File: config.mk
export PLATFORM = sky130hd
export DESIGN_NAME = xp_cross_read
export DESIGN_NICKNAME = d
export VERILOG_FILES = /design/src/rtl/xp_pkg.sv /design/src/rtl/xp_regfile.sv /design/src/rtl/xp_bus_check.sv /design/src/rtl/xp_hazard.sv /design/src/rtl/xp_cross_read.sv
export SDC_FILE = /design/constraint.sdc
export NUM_CORES = 2
export LEC_CHECK = 0
export ABC_AREA = 1
export CAP_MARGIN = 20
export CORE_MARGIN = 5
export CORE_UTILIZATION = 66
export CTS_BUF_LIST = sky130_fd_sc_hd__clkbuf_8
export DETAILED_ROUTE_END_ITERATION = 10
export DONT_BUFFER_PORTS = 1
export PLACE_DENSITY = 0.83
export SYNTH_ARGS = -nofsm -noshare
export SYNTH_HDL_FRONTEND = slang
export SYNTH_SLANG_ARGS = --single-unit
File: constraint.sdc
create_clock -name clk -period 3.1 [get_ports clk]
set_clock_uncertainty 0.2 [all_clocks]
set_input_delay 0.155 -clock clk [delete_from_list [all_inputs] [get_ports clk]]
set_output_delay 0.155 -clock clk [all_outputs]
set_load 0.005 [all_outputs]
File: src/rtl/xp_pkg.sv
package xp_pkg;
  localparam int NUM_SIDES = 2;

  typedef enum logic {
    SIDE_A = 1'b0,
    SIDE_B = 1'b1
  } side_e;

  function automatic int far_side(input int s);
    return (NUM_SIDES - 1) - s;
  endfunction
endpackage

File: src/rtl/xp_regfile.sv
module xp_regfile #(
  parameter int DEPTH  = 32,
  parameter int DATA_W = 32,
  localparam int IDX_W = $clog2(DEPTH)
) (
  input  logic              clk,
  input  logic              rst_n,
  input  logic              we,
  input  logic [IDX_W-1:0]  widx,
  input  logic [DATA_W-1:0] wdata,
  input  logic [IDX_W-1:0]  ridx,
  output logic [DATA_W-1:0] rdata
);
  logic [DATA_W-1:0] mem [DEPTH];

  always_ff @(posedge clk) begin
    if (!rst_n) begin
      for (int i = 0; i < DEPTH; i++) mem[i] <= '0;
    end else if (we) begin
      mem[widx] <= wdata;
    end
  end

  assign rdata = mem[ridx];
endmodule

File: src/rtl/xp_bus_check.sv
module xp_bus_check #(
  parameter int N         = 4,
  parameter int IDX_W     = 5,
  parameter int MAX_SHARE = 2
) (
  input  logic [N-1:0]       act,
  input  logic [N*IDX_W-1:0] idx,
  output logic               used,
  output logic [IDX_W-1:0]   sel_idx,
  output logic               err
);
  localparam int CNT_W = $clog2(N + 1);

  logic [CNT_W-1:0] cnt;
  logic             mism;

  always_comb begin
    cnt     = '0;
    mism    = 1'b0;
    used    = 1'b0;
    sel_idx = '0;
    for (int i = 0; i < N; i++) begin
      if (act[i]) begin
        cnt = cnt + 1'b1;
        if (!used) begin
          used    = 1'b1;
          sel_idx = idx[i*IDX_W +: IDX_W];
        end else if (idx[i*IDX_W +: IDX_W] != sel_idx) begin
          mism = 1'b1;
        end
      end
    end
    err = mism || (int'(cnt) > MAX_SHARE);
  end
endmodule

File: src/rtl/xp_hazard.sv
module xp_hazard #(
  parameter int NFILES = 2,
  parameter int IDX_W  = 5
) (
  input  logic                    clk,
  input  logic                    rst_n,
  input  logic [NFILES-1:0]       wr_en,
  input  logic [NFILES*IDX_W-1:0] wr_idx,
  input  logic [NFILES-1:0]       rd_used,
  input  logic [NFILES*IDX_W-1:0] rd_idx,
  output logic [NFILES-1:0]       hit
);
  // One-cycle write history per file, refreshed every cycle, stalls included.
  logic [NFILES-1:0]  hist_en;
  logic [IDX_W-1:0]   hist_idx [NFILES];

  for (genvar f = 0; f < NFILES; f++) begin : g_file
    always_ff @(posedge clk) begin
      if (!rst_n) begin
        hist_en[f]  <= 1'b0;
        hist_idx[f] <= '0;
      end else begin
        hist_en[f]  <= wr_en[f];
        hist_idx[f] <= wr_idx[f*IDX_W +: IDX_W];
      end
    end

    assign hit[f] = rd_used[f] && hist_en[f] &&
                    (hist_idx[f] == rd_idx[f*IDX_W +: IDX_W]);
  end
endmodule

File: src/rtl/xp_cross_read.sv
module xp_cross_read
  import xp_pkg::*;
#(
  parameter int NUM_REGS       = 32,
  parameter int DATA_W         = 32,
  parameter int UNITS_PER_SIDE = 4,
  parameter int MAX_SHARE      = 2,
  localparam int IDX_W         = $clog2(NUM_REGS),
  localparam int NUM_UNITS     = NUM_SIDES * UNITS_PER_SIDE
) (
  input  logic                        clk,
  input  logic                        rst_n,
  input  logic                        pkt_valid,
  output logic                        pkt_ready,
  input  logic [NUM_UNITS-1:0]        req_vld,
  input  logic [NUM_UNITS-1:0]        req_xsel,
  input  logic [NUM_UNITS*IDX_W-1:0]  req_idx,
  input  logic [NUM_SIDES-1:0]        wb_en,
  input  logic [NUM_SIDES*IDX_W-1:0]  wb_idx,
  input  logic [NUM_SIDES*DATA_W-1:0] wb_data,
  output logic [NUM_UNITS-1:0]        xop_valid,
  output logic [NUM_UNITS*DATA_W-1:0] xop_data,
  output logic                        stall,
  output logic                        pkt_err
);
  // Bus s feeds side s and reads the file of the far side.
  logic [NUM_SIDES-1:0] bus_used;
  logic [IDX_W-1:0]     bus_idx  [NUM_SIDES];
  logic [DATA_W-1:0]    bus_data [NUM_SIDES];
  logic [DATA_W-1:0]    file_rd  [NUM_SIDES];
  logic [NUM_SIDES-1:0] side_err;

  logic [NUM_SIDES-1:0]       file_rd_used;
  logic [NUM_SIDES*IDX_W-1:0] file_rd_idx;
  logic [NUM_SIDES-1:0]       hz_hit;
  logic                       fire;

  for (genvar s = 0; s < NUM_SIDES; s++) begin : g_side
    localparam int FAR = far_side(s);
    logic [UNITS_PER_SIDE-1:0] act;

    assign act = req_vld[s*UNITS_PER_SIDE +: UNITS_PER_SIDE] &
                 req_xsel[s*UNITS_PER_SIDE +: UNITS_PER_SIDE];

    xp_bus_check #(
      .N        (UNITS_PER_SIDE),
      .IDX_W    (IDX_W),
      .MAX_SHARE(MAX_SHARE)
    ) u_bus (
      .act    (act),
      .idx    (req_idx[s*UNITS_PER_SIDE*IDX_W +: UNITS_PER_SIDE*IDX_W]),
      .used   (bus_used[s]),
      .sel_idx(bus_idx[s]),
      .err    (side_err[s])
    );

    // File s is read by the bus serving the far side.
    xp_regfile #(
      .DEPTH (NUM_REGS),
      .DATA_W(DATA_W)
    ) u_file (
      .clk  (clk),
      .rst_n(rst_n),
      .we   (wb_en[s]),
      .widx (wb_idx[s*IDX_W +: IDX_W]),
      .wdata(wb_data[s*DATA_W +: DATA_W]),
      .ridx (bus_idx[FAR]),
      .rdata(file_rd[s])
    );

    assign bus_data[s]                       = file_rd[FAR];
    assign file_rd_used[s]                   = bus_used[FAR];
    assign file_rd_idx[s*IDX_W +: IDX_W]     = bus_idx[FAR];
  end

  xp_hazard #(
    .NFILES(NUM_SIDES),
    .IDX_W (IDX_W)
  ) u_hazard (
    .clk    (clk),
    .rst_n  (rst_n),
    .wr_en  (wb_en),
    .wr_idx (wb_idx),
    .rd_used(file_rd_used),
    .rd_idx (file_rd_idx),
    .hit    (hz_hit)
  );

  assign pkt_err   = pkt_valid && (|side_err);
  assign stall     = pkt_valid && !(|side_err) && (|hz_hit);
  assign pkt_ready = !stall;
  assign fire      = pkt_valid && !(|side_err) && !(|hz_hit);

  for (genvar u = 0; u < NUM_UNITS; u++) begin : g_unit
    localparam int SIDE = u / UNITS_PER_SIDE;
    assign xop_valid[u] = fire && req_vld[u] && req_xsel[u];
    assign xop_data[u*DATA_W +: DATA_W] = xop_valid[u] ? bus_data[SIDE] : '0;
  end
endmodule

==> impl_summary.txt <==
----------------------------------------------------
[Placement]
  Post-DP HPWL ... 185 mm
  Place WS ... -0.0181 ns
  Number of buffer cells added on primary ports ... 0
  RePlAce Congestion ... 0.911
  Area of placed instances ... 0.106 mm2

[CTS]
  Clock transition at the registers of the reported paths ... 0.06 ns
  CTS tree ... built
  Buffer type at the clock tree root ... sky130_fd_sc_hd__clkbuf_8
  TritonCTS buffer count ... 344
  Sinks on Clock Net ... 2060
  Number of levels in the clock H-tree ... 5
  Number of buffers on the longest clock path ... 4

[GRT]
  Wire length of the first global-routing pass ... 457 mm
  All-Layer GR Usage ... 36.2%
  Initial antenna violation count ... 8
  Maximum number of pins on one net before global-route repair ... 101
  Total gr overflow ... 0
  Number of global-route vias before repair ... 81500

[Detailed routing]
  Post-detailed-route wirelength per cell ... 23.5 um
  Total vias in the final route ... 84300
  Final routed DRC violation total ... 0
  Routed Antenna Nets ... 0
  Number of violations reported at the end of detailed-routing iteration 0 ... 12300
  Via density ... 6.32
  Drt total wl ... 313 mm
  Number of detailed-route iterations in the first pass ... 7

[Finish]
  Fraction of layout cells with a size suffix above 1 ... 9.69%
  Fill cell total of the finished layout ... 9660
  # nets final ... 11200
  Synthesis-to-finish area growth ... 12.6%
  Finished layout cell area ... 0.115 mm2

[Flow run]
  Max-cap violations ... 0

[Critical path]
  Critical setup path kind ... input port to output port
  Type of destination of the critical path ... output port
  Largest stage delay, worst path ... 0.31 ns
  Buf/Inv on CP ... 5
  Critical Path, Cell by Cell ... nand2_4 -> ha_4 -> inv_2 -> nor2_8 -> inv_2 -> nand3_1 -> nand3_4 -> nand2_8 -> buf_8 -> inv_4 -> clkbuf_16 -> nand2_1 -> nand2_1 -> nand2_1 -> nand3_1 -> nand3_1 -> nand3_1 -> nand2_1 -> nor2_1
  Top fanout value on the critical path ... 15
  CP Data Arrival Time ... 2.71 ns
  Top Family by Delay on Critical Path ... simple AND/OR/NAND/NOR gates
  Slowest stage cell on the critical path ... sky130_fd_sc_hd__nand2_1
  Category of the worst setup path launch point ... input port
  Required time of the critical path ... 2.74 ns

[Yosys]
  Synth cell types ... 35
  Average cell area after synthesis ... 9.30 um2
  Simple-gate area share of the yosys netlist ... 31.2%
  Post-synthesis compound-gate area fraction ... 0.0957%
  FF+latch count, synth ... 2060
  Post-Synth Adder-Cell Area ... 0.0736%
  Number of nets in the synthesized netlist ... 11100
  Count of mapped cells out of synthesis ... 11000
  Number of warnings issued by yosys ... 0
  Share of the yosys chip area belonging to registers ... 60.6%
  Synthesized area ... 0.102 mm2
  Post-Synth XOR/XNOR Area ... 0.0515%
  Main combinational cell family by area after synthesis ... simple AND/OR/NAND/NOR gates
  Mux contribution to synthesized area ... 0%

[Floorplanning]
  Top Ports ... 402
  Die Span Y ... 403 um
  Starting density of the core ... 66.3%
  Die W ... 403 um
  Total core area ... 0.154 mm2
  Die footprint ... 0.162 mm2
  Rows ... 144

[Pwr]
  Combinational share of power ... 17.0%
  Leakage power figure ... 48.1 nW
  Final Total Pwr ... 0.0653 W
  Power per cell area ... 569 mW/mm2
  Worst vdd ir ... 520 uV
  Switching power as a share of total power ... 28.9%
  Sequential Power Share ... 49.7%
  Switch Pwr ... 0.0188 W
  Cell internal power dissipation ... 0.0464 W
  Clock network fraction of total power ... 33.3%

[Worst hold path]
  Kind of path behind the tightest hold check ... input port to register

[Outcome]
  Run status ... finished, final reports clean

[Timing]
  Number of max-slew violations in the final report ... 0
  Fraction of the cycle the final worst path needs ... 98.9%
  Max-slew headroom ... 23.6%
  Final period demand of the worst path ... 3.06 ns
  Final setup fails ... 0
  Slew @ Worst Pin ... 1.14 ns
  Peak clock frequency supported by timing ... 326 MHz
  Setup WS post-layout ... 0.0356 ns
  Final Hold Slack ... 0.0564 ns
  Count of endpoints failing hold in the final timing report ... 0

----------------------------------------------------
==> layout by cell type, fill, tap and decap left out, types with 6 or more instances in the layout <==
cell,n
sky130_fd_sc_hd__nor2_1,2286
sky130_fd_sc_hd__edfxtp_1,2048
sky130_fd_sc_hd__nand3_1,1871
sky130_fd_sc_hd__nand2_1,1703
sky130_fd_sc_hd__inv_1,1131
sky130_fd_sc_hd__nand3b_1,869
sky130_fd_sc_hd__clkbuf_8,353
sky130_fd_sc_hd__buf_4,344
sky130_fd_sc_hd__dlygate4sd3_1,149
sky130_fd_sc_hd__buf_12,130
sky130_fd_sc_hd__clkinv_1,74
sky130_fd_sc_hd__nor2_2,44
sky130_fd_sc_hd__nand2_2,38
sky130_fd_sc_hd__buf_16,32
sky130_fd_sc_hd__clkinv_2,27
sky130_fd_sc_hd__nor3_1,20
sky130_fd_sc_hd__nand3_2,19
sky130_fd_sc_hd__nor2_4,13
sky130_fd_sc_hd__inv_2,12
sky130_fd_sc_hd__clkbuf_16,12
sky130_fd_sc_hd__dfxtp_1,11
sky130_fd_sc_hd__nand2_4,10
sky130_fd_sc_hd__nand3_4,10
sky130_fd_sc_hd__diode_2,9
sky130_fd_sc_hd__nand2_8,6
sky130_fd_sc_hd__o21ai_1,6
sky130_fd_sc_hd__buf_6,6
==> layout make-up <==
cell class / count / area, um2 / share of cell area (%)
multi-input combinational: 6928 / 32600 / 28.4
clock inverter: 235 / 1050 / 0.915
antenna: 9 / 22.5 / 0.0196
sequential: 2060 / 61700 / 53.8
tap: 2044 / 2560 / 2.23
timing repair buffer: 678 / 8000 / 6.97
inverter: 1029 / 3910 / 3.41
clock buffer: 353 / 4860 / 4.23
==> routing by layer <==
metal	wire length [um]	global-route usage [%]	vias up	part of all wire (%)
met3	41200	7.43	1654	13
met2	150000	60.3	7111	48
met4	23100	22.4	4	7.4
li1	-	-	36300	-
met5	27	0	-	0.0086
met1	98900	43.6	39200	32
==> flip-flops by register name, indices dropped and copies added, names as in the netlist <==
| register | cells |
|---|---|
| u_hazard.hist_en | 2 |
| u_hazard.hist_idx | 10 |
| g_side.u_file.mem | 2048 |
==> Yosys cell counts <==
library cell               number  area (um2)
sky130_fd_sc_hd__inv_2         14        52.6
sky130_fd_sc_hd__nand2_1     1746        6550
sky130_fd_sc_hd__ha_1           6        75.1
sky130_fd_sc_hd__nand2_8        2        40.0
sky130_fd_sc_hd__nand4_1        5        31.3
sky130_fd_sc_hd__edfxtp_1    2048       61500
sky130_fd_sc_hd__inv_4          2        12.5
sky130_fd_sc_hd__a21oi_1        1        5.00
sky130_fd_sc_hd__o21bai_1       2        15.0
sky130_fd_sc_hd__nand2_4        3        33.8
sky130_fd_sc_hd__nand3b_1     869        6520
sky130_fd_sc_hd__nor2_1      2339        8780
sky130_fd_sc_hd__nand3_4        8         140
sky130_fd_sc_hd__nand3_1     1880        9410
sky130_fd_sc_hd__buf_4         28         210
sky130_fd_sc_hd__nand2_2        6        37.5
sky130_fd_sc_hd__o21ai_1        5        25.0
sky130_fd_sc_hd__xor2_1         5        43.8
sky130_fd_sc_hd__or2_1          1        6.26
sky130_fd_sc_hd__and2_1         1        6.26
sky130_fd_sc_hd__inv_1       1012        3800
sky130_fd_sc_hd__inv_6          1        8.76
sky130_fd_sc_hd__o21ai_0        9        45.0
sky130_fd_sc_hd__buf_1         49         184
sky130_fd_sc_hd__nor3_1        20         100
sky130_fd_sc_hd__nand3_2       12         120
sky130_fd_sc_hd__buf_6         27         304
sky130_fd_sc_hd__buf_2        303        1520
sky130_fd_sc_hd__nor2_4         2        22.5
sky130_fd_sc_hd__dfxtp_1       12         240
sky130_fd_sc_hd__clkbuf_1     544        2040
sky130_fd_sc_hd__o211ai_1       1        7.51
sky130_fd_sc_hd__xnor2_1        1        8.76
sky130_fd_sc_hd__nor2_8         2        40.0
sky130_fd_sc_hd__nor2_2         2        12.5
==> final timing paths <==
check	startpoint	to	slack, ns	cells after the start
hold / removal	wb_data[3]	g_side[0].u_file.mem[10][3]	0.06	4
setup / recovery	req_vld[5]	xop_data[203]	0.04	19
==> through the flow <==
stage / setup TNS, ns / instances / util (%)
after floorplan: 0 / 11000 / -
after global routing: -0.243 / 13300 / 74.6
after CTS: -0.0132 / 13300 / 73.4
after detailed placement: -0.0293 / 12500 / 68.7
final: 0 / 13300 / 74.6
after global placement: -23.60 / 12500 / 68.6
==> power by group through the flow <==
stage               sequential, W  clock, W  combinational (W)
CTS                        0.0324    0.0216             0.0103
global placement           0.0329         0            0.00976
detailed placement         0.0330         0             0.0100
global route               0.0326    0.0230             0.0118
floorplan                  0.0329         0            0.00637
finish                     0.0325    0.0217             0.0111
==> timing repair <==
item / in CTS / in global routing
resized for setup: 13 / 136
setup buffers: 0 / 8
endpoints found under the hold margin: 4108 / 100
gates cloned: 0 / 14
setup endpoints to repair: 261 / 264
pin swaps: 0 / 21
hold buffers: 125 / 25
==> logic make-up after synthesis <==
family	after synthesis
XOR/XNOR	6
flip-flops	2060
AO/OA/AOI/OAI	18
adder cells (fa/ha/maj)	6
buffers and inverters	1980
AND/OR/NAND/NOR	6898
(Power assumes the default switching activity.)
